File: src/rtl/decay_pkg.sv
package decay_pkg;

    localparam int DATA_W      = 8;
    localparam int CYC_W       = 32;
    localparam int PAGE_W      = 6;
    localparam int DECAY_LIMIT = 24576;
    localparam int FAST_WINDOW = 12;

    typedef logic [DATA_W-1:0] byte_t;
    typedef logic [CYC_W-1:0]  cyc_t;

    // Bits each read source drives onto the bus
    localparam byte_t STATUS_DRIVE = 8'hE0;
    localparam byte_t PAL_DRIVE    = 8'h3F;
    localparam logic [PAGE_W-1:0] PAL_PAGE = 6'h3F;

    typedef enum logic [1:0] {
        SEL_STATUS = 2'd0,
        SEL_OAM    = 2'd1,
        SEL_VRAM   = 2'd2,
        SEL_WONLY  = 2'd3
    } reg_sel_e;

    typedef struct packed {
        byte_t next_latch;
        byte_t refresh;
        byte_t read_val;
        logic  load_read;
        logic  vblank_clr;
        logic  toggle_rst;
        logic  buf_refill;
        logic  vram_rd;
    } bus_step_t;

    function automatic cyc_t age_of(cyc_t now, cyc_t stamp);
        return now - stamp;
    endfunction

    function automatic byte_t drive_merge(byte_t driven, byte_t held, byte_t mask);
        return (driven & mask) | (held & ~mask);
    endfunction

endpackage

File: src/rtl/decay_stamp_bank.sv
module decay_stamp_bank
    import decay_pkg::*;
#(
    parameter int NBITS = DATA_W,
    parameter int CW    = CYC_W,
    parameter int LIMIT = DECAY_LIMIT
) (
    input  logic             clk,
    input  logic             rst,
    input  logic [CW-1:0]    now,
    input  logic [NBITS-1:0] refresh,
    output logic [NBITS-1:0] fresh,
    output logic             lsb_expired
);
    localparam logic [CW-1:0] LIMIT_C = CW'(LIMIT);

    logic [CW-1:0] lsb_age;

    for (genvar i = 0; i < NBITS; i++) begin : g_bit
        logic [CW-1:0] stamp;
        logic [CW-1:0] age;

        always_ff @(posedge clk) begin
            if (rst)             stamp <= now - LIMIT_C;
            else if (refresh[i]) stamp <= now;
        end

        assign age      = now - stamp;
        assign fresh[i] = age < LIMIT_C;
    end

    assign lsb_age     = g_bit[0].age;
    assign lsb_expired = lsb_age > LIMIT_C;

endmodule

File: src/rtl/decay_fast_detect.sv
module decay_fast_detect
    import decay_pkg::*;
#(
    parameter int CW     = CYC_W,
    parameter int WINDOW = FAST_WINDOW
) (
    input  logic          clk,
    input  logic          rst,
    input  logic [CW-1:0] now,
    input  logic          record,
    output logic          fast
);
    localparam logic [CW-1:0] WINDOW_C = CW'(WINDOW);

    logic [CW-1:0] last_rd;

    always_ff @(posedge clk) begin
        if (rst)         last_rd <= now - WINDOW_C - CW'(1);
        else if (record) last_rd <= now;
    end

    assign fast = age_of(now, last_rd) <= WINDOW_C;

endmodule

File: src/rtl/decay_access_ctl.sv
module decay_access_ctl
    import decay_pkg::*;
(
    input  logic              rd_en,
    input  logic              wr_en,
    input  reg_sel_e          sel,
    input  byte_t             wr_data,
    input  byte_t             status_in,
    input  byte_t             oam_data,
    input  byte_t             pal_data,
    input  byte_t             vram_buf,
    input  logic [PAGE_W-1:0] vram_page,
    input  byte_t             latch_q,
    input  byte_t             fresh,
    input  logic              lsb_expired,
    input  logic              fast,
    output bus_step_t         step
);
    logic  pal_hit;
    byte_t vram_val;

    assign pal_hit  = vram_page == PAL_PAGE;
    assign vram_val = pal_hit ? drive_merge(pal_data, latch_q, PAL_DRIVE) : vram_buf;

    always_comb begin
        step            = '0;
        step.next_latch = latch_q;
        if (wr_en) begin
            step.next_latch = wr_data;
            step.refresh    = '1;
        end else if (rd_en) begin
            step.load_read = 1'b1;
            case (sel)
                SEL_STATUS: begin
                    step.next_latch = drive_merge(status_in, latch_q, STATUS_DRIVE);
                    step.refresh    = STATUS_DRIVE;
                    step.read_val   = drive_merge(status_in, latch_q & fresh, STATUS_DRIVE);
                    step.vblank_clr = 1'b1;
                    step.toggle_rst = 1'b1;
                end
                SEL_OAM: begin
                    step.next_latch = oam_data;
                    step.refresh    = '1;
                    step.read_val   = oam_data;
                end
                SEL_VRAM: begin
                    step.vram_rd    = 1'b1;
                    step.buf_refill = !pal_hit;
                    step.refresh    = pal_hit ? PAL_DRIVE : '1;
                    step.next_latch = fast ? latch_q : vram_val;
                    step.read_val   = fast ? latch_q : vram_val;
                end
                default: begin
                    step.read_val = lsb_expired ? '0 : latch_q;
                end
            endcase
        end
    end

endmodule

File: src/rtl/decay_latch_top.sv
module decay_latch_top
    import decay_pkg::*;
(
    input  logic              clk,
    input  logic              rst,
    input  logic [CYC_W-1:0]  cyc_cnt,
    input  logic              rd_en,
    input  logic              wr_en,
    input  logic [1:0]        reg_sel,
    input  logic [DATA_W-1:0] wr_data,
    input  logic [DATA_W-1:0] status_in,
    input  logic [DATA_W-1:0] oam_data,
    input  logic [DATA_W-1:0] pal_data,
    input  logic [DATA_W-1:0] vram_buf,
    input  logic [PAGE_W-1:0] vram_page,
    output logic [DATA_W-1:0] rd_data,
    output logic              vblank_clr,
    output logic              toggle_rst,
    output logic              buf_refill
);
    byte_t     latch_q;
    byte_t     rd_q;
    byte_t     bit_fresh;
    logic      lsb_stale;
    logic      rd_fast;
    logic      vclr_q, trst_q, refill_q;
    bus_step_t step;

    decay_stamp_bank #(
        .NBITS(DATA_W), .CW(CYC_W), .LIMIT(DECAY_LIMIT)
    ) u_stamps (
        .clk         (clk),
        .rst         (rst),
        .now         (cyc_cnt),
        .refresh     (step.refresh),
        .fresh       (bit_fresh),
        .lsb_expired (lsb_stale)
    );

    decay_fast_detect #(
        .CW(CYC_W), .WINDOW(FAST_WINDOW)
    ) u_fast (
        .clk    (clk),
        .rst    (rst),
        .now    (cyc_cnt),
        .record (step.vram_rd),
        .fast   (rd_fast)
    );

    decay_access_ctl u_ctl (
        .rd_en       (rd_en),
        .wr_en       (wr_en),
        .sel         (reg_sel_e'(reg_sel)),
        .wr_data     (wr_data),
        .status_in   (status_in),
        .oam_data    (oam_data),
        .pal_data    (pal_data),
        .vram_buf    (vram_buf),
        .vram_page   (vram_page),
        .latch_q     (latch_q),
        .fresh       (bit_fresh),
        .lsb_expired (lsb_stale),
        .fast        (rd_fast),
        .step        (step)
    );

    always_ff @(posedge clk) begin
        if (rst) begin
            latch_q  <= '0;
            rd_q     <= '0;
            vclr_q   <= 1'b0;
            trst_q   <= 1'b0;
            refill_q <= 1'b0;
        end else begin
            latch_q  <= step.next_latch;
            if (step.load_read) rd_q <= step.read_val;
            vclr_q   <= step.vblank_clr;
            trst_q   <= step.toggle_rst;
            refill_q <= step.buf_refill;
        end
    end

    assign rd_data    = rd_q;
    assign vblank_clr = vclr_q;
    assign toggle_rst = trst_q;
    assign buf_refill = refill_q;

endmodule

File: config.mk
export PLATFORM = sky130hd
export DESIGN_NAME = decay_latch_top
export DESIGN_NICKNAME = d
export VERILOG_FILES = /design/src/rtl/decay_pkg.sv /design/src/rtl/decay_stamp_bank.sv /design/src/rtl/decay_fast_detect.sv /design/src/rtl/decay_access_ctl.sv /design/src/rtl/decay_latch_top.sv
export SDC_FILE = /design/constraint.sdc
export NUM_CORES = 1
export LEC_CHECK = 0
export CAP_MARGIN = 20
export CORE_UTILIZATION = 45
export DETAILED_ROUTE_END_ITERATION = 12
export PLACE_DENSITY = 0.72
export SLEW_MARGIN = 20
export SYNTH_ARGS = -nofsm -noshare
export SYNTH_HDL_FRONTEND = slang
export SYNTH_HIERARCHICAL = 1
export SYNTH_SLANG_ARGS = --single-unit
export TNS_END_PERCENT = 20
File: constraint.sdc
create_clock -name clk -period 6.4 [get_ports clk]
set_clock_uncertainty 0.15 [all_clocks]
set_input_delay 0.64 -clock clk [delete_from_list [all_inputs] [get_ports clk]]
set_output_delay 0.64 -clock clk [all_outputs]
set_load 0.005 [all_outputs]
Yosys cells after proc, flatten, opt, wreduce, memory -nomap -nowiden
Index checks and enable logic that the tools add are counted.
Widths: inputs -> output; s select.

word-level totals
  input port bits = 84
  output and inout bits = 11
  bits in registers = 211
  word-level logic and storage cells = 72

operators by class
  reduce and logical (&&, ||, !) cells = 13
  muxes and demuxes = 23
  add/sub/neg operators = 9
  eq/ne operators = 3
  bitwise gates (word level) = 6
  magnitude comparators = 7

operator list
  operator                number
  $mux 32                 12
  $sub 32x32->32          6
  $lt 32x15->1 const B    5
  $pmux 16 s3             1
  $gt 32x15->1 const B    1
  $le 32x4->1 const B     1
  $mux 8                  4
  $sub 32x1->32 const B   1
  $sub 32x15->32 const B  1
  $sub 32x4->32 const B   1
  $mux 29                 1
  $pmux 8 s3              1
  $mux 16                 1
  $or 8x5->8              2
  $reduce_bool 2->1       7
  $mux 13                 1
  $or 6x8->8              1
  $eq 6x6->1 const B      1
  $and 5x5->5             1
  $mux 2                  2
  $reduce_bool 4->1       1
  $reduce_or 4->1         1
  $reduce_or 3->1         1
  $eq 2x1->1 const B      1
  other kinds (5)         6

Logic depth before layout (Yosys ltp)
  word-level depth = 9
  depth in mapped cells = 21
  gate-level depth less buffers = 20

By module
Netlist, hierarchy kept.

by module, submodules not included
  module             cells an instance  seq. area each (sq um)  area each (sq um)  instances
  decay_stamp_bank   1982               7687.4                  19145.9            1
  decay_fast_detect  412                960.9                   3469.6             1
  decay_access_ctl   146                0.0                     924.6              1
  decay_latch_top    49                 380.4                   598.1              1

Least setup slack after synthesis
No wires, ideal clock.

  path kind = input port to flip-flop
  from = in cyc_cnt[0]
  to = reg rd_q[3], in the netlist rd_data[3]
  data arrival time = 4.311 ns
  data required time = 6.186 ns
  stages = 20
  buffers on the path = 1
  setup time = 0.064 ns
  setup slack = 1.875 ns
  path through = inv_1 > ha_1 > inv_1 > fa_1 > a211oi_1 > o21ai_1 > a221oi_1 > o311ai_1 > nand2_1 > o211ai_1 > xnor2_1 > a2111oi_0 > or4b_1 > nor2b_1 > buf_1 > a21o_1 > nand3_1 > o211ai_1 > mux2i_1 > nor2_1

RTL lines
  item                  line                   source
  from (decl)           decay_latch_top.sv:6   input logic [CYC_W-1:0] cyc_cnt,
  to (signal assigned)  decay_latch_top.sv:76  if (step.load_read) rd_q <= step.read_val;
  to (decl)             decay_latch_top.sv:22  byte_t rd_q;

==> metrics.csv <==
metric,value,unit
status,"complete, no violations",
Via-to-Cell Ratio,5.84,
FMAX,0.190,GHz
Final nets,2288,
vias in the first global route,14300,
"Cell Area, Synth",17400,µm²
final WL,45500,µm
Inserted Diodes,0,
clock buffer depth,3,
Die X,198,µm
GRT Total Usage,22.9,%
"Setup violations, final",0,
"Max FO, Critical Path",8,
Crit Path Class,in2reg,
antenna-violating nets left,0,
final slew viol count,0,
"Net Count, Synth",2176,
Residual DRC,0,
Root Buffer,clkbuf_16,
Max-slew headroom,28.9,%
Power Density,244,nW/µm²
layout cells sized above 1,6.39,%
final period demand of the worst path,5280,ps
FP Rows,71,
Detail Placement HPWL,35800,µm
clock slew at reported path FFs,60,ps
starting density of the core,45.9,%
IO Pins,95,
first drt pass iteration count,5,
syn avg cell area,9.12,µm²
footprint of the multi-input gates,10100,µm²
synth warn,6,
PostCTS Resize Cnt,0,
via count,14900,
Core Footprint,37800,µm²
die height,198,µm
largest net degree at the start of global routing,33,
initial drt markers,1061,
grt ovf,0,
clk sink count,211,
Post-Syn Instances,1903,
worst skew pair latency,530,ps
fill count,3479,
final hold viol count,0,
Tot Pwr,4.83,mW
Min-Delay Path Class,reg2reg,
startpoint types,input pin,
crit end category,flip-flop,
CTS Hold Bufs,0,
Die ar.,39400,µm²
htree depth,1,
leakage power,8.57,nW
worst vdd ir,0.182,mV
routed len/inst,17.9,µm
CTS Buf Count,24,
final period utilization,82.4,%
Reg area,6150,µm²
Max Cap Viol,0,
global-route wire length before repair,71600,µm
IO buf count,87,
TritonCTS clock tree,yes,
initial antenna violation count,0,
Post CTS Setup Buffer Count,0,
area growth from synthesis to layout,14.1,%
Worst-Margin Slew,1050,ps
setup_tns,0,ps
data required time of the critical path,6710,ps
RePlAce Congestion,0.922,
Crit path arrival time,5580,ps
RSZ-0062 raised after global routing,false,
==> flip-flops by register name (all words and copies together) (netlist names) <==
| register | count |
|---|---|
| buf_refill | 1 |
| latch_q | 8 |
| toggle_rst | 1 |
| u_fast/last_rd | 32 |
| u_stamps/g_bit.stamp | 160 |
| rd_data | 8 |
| vblank_clr | 1 |
==> placed cells by master (no fill, tap or decap), types with 29 or more instances in the layout <==
cell             instances
clkdlybuf4s50_1         87
edfxtp_1               192
inv_1                  237
nor2b_1                 34
nor2_1                 122
a211oi_1                29
nor3_1                  33
o21ai_0                114
a21oi_1                139
ha_1                   188
buf_4                   38
xnor2_1                 47
a21o_1                  57
nand2_1                115
nand3_1                 44
xor2_1                  64
==> final cells by class <==
cell class,instances,area share [%]
sequential,211,31.0
tap,511,3.23
clock buffer,27,3.20
timing repair buffer,125,5.84
multi-input combinational,1416,51.1
clock inverter,17,1.09
inverter,237,4.49
==> worst max-delay path, cell delays in order <==
cell and delay (ps):
clkdlybuf4s50_1 750, ha_1 300, nor2b_1 140, o31ai_1 290, o21ai_0 290, o21a_1 280
nor2_1 200, o21ai_1 160, or4_1 510, a2111oi_0 590, or4b_1 600, nor2b_1 150
buf_4 180, a21o_1 110, nand3_1 80, o211ai_1 110, mux2i_1 100, nor2_1 100
==> where the power goes <==
part,internal (mW),switching (mW),leakage (nW)
logic,0.662,0.986,6.04
registers,1.66,0.0407,2.12
clock network,0.913,0.571,0.418
total,3.24,1.60,8.57
==> worst paths after layout <==
kind	end	cells after the start	slack, ps	from
setup / recovery	rd_data[3]	18	1120	cyc_cnt[1]
hold / removal	rd_data[7]	2	350	rd_data[7]
setup reg to reg	rd_data[3]	18	1560	u_fast/last_rd[26]
hold reg to reg	rd_data[7]	2	350	rd_data[7]
==> layer usage <==
layer  vias to the layer above  global-route usage (%)  wire length [µm]
li1                       7241                       -                 -
met1                      7115                    30.6             20400
met2                       435                    38.9             21400
met3                        75                    2.31              2470
met4                         0                    7.15              1210
met5                         -                       0                 0
==> stage by stage <==
stage,hold slack [ps],cell area (µm²),std cells,setup WS (ps),utilization (%)
detailed placement,335,18900,2500,736,50.1
floorplan,335,17400,1903,1880,-
finish,349,19800,2544,1120,52.3
CTS,353,19800,2544,1250,52.3
global route,397,19800,2544,803,52.3
global placement,328,18900,2500,770,50.1
Power figures use the tool's default switching activity.
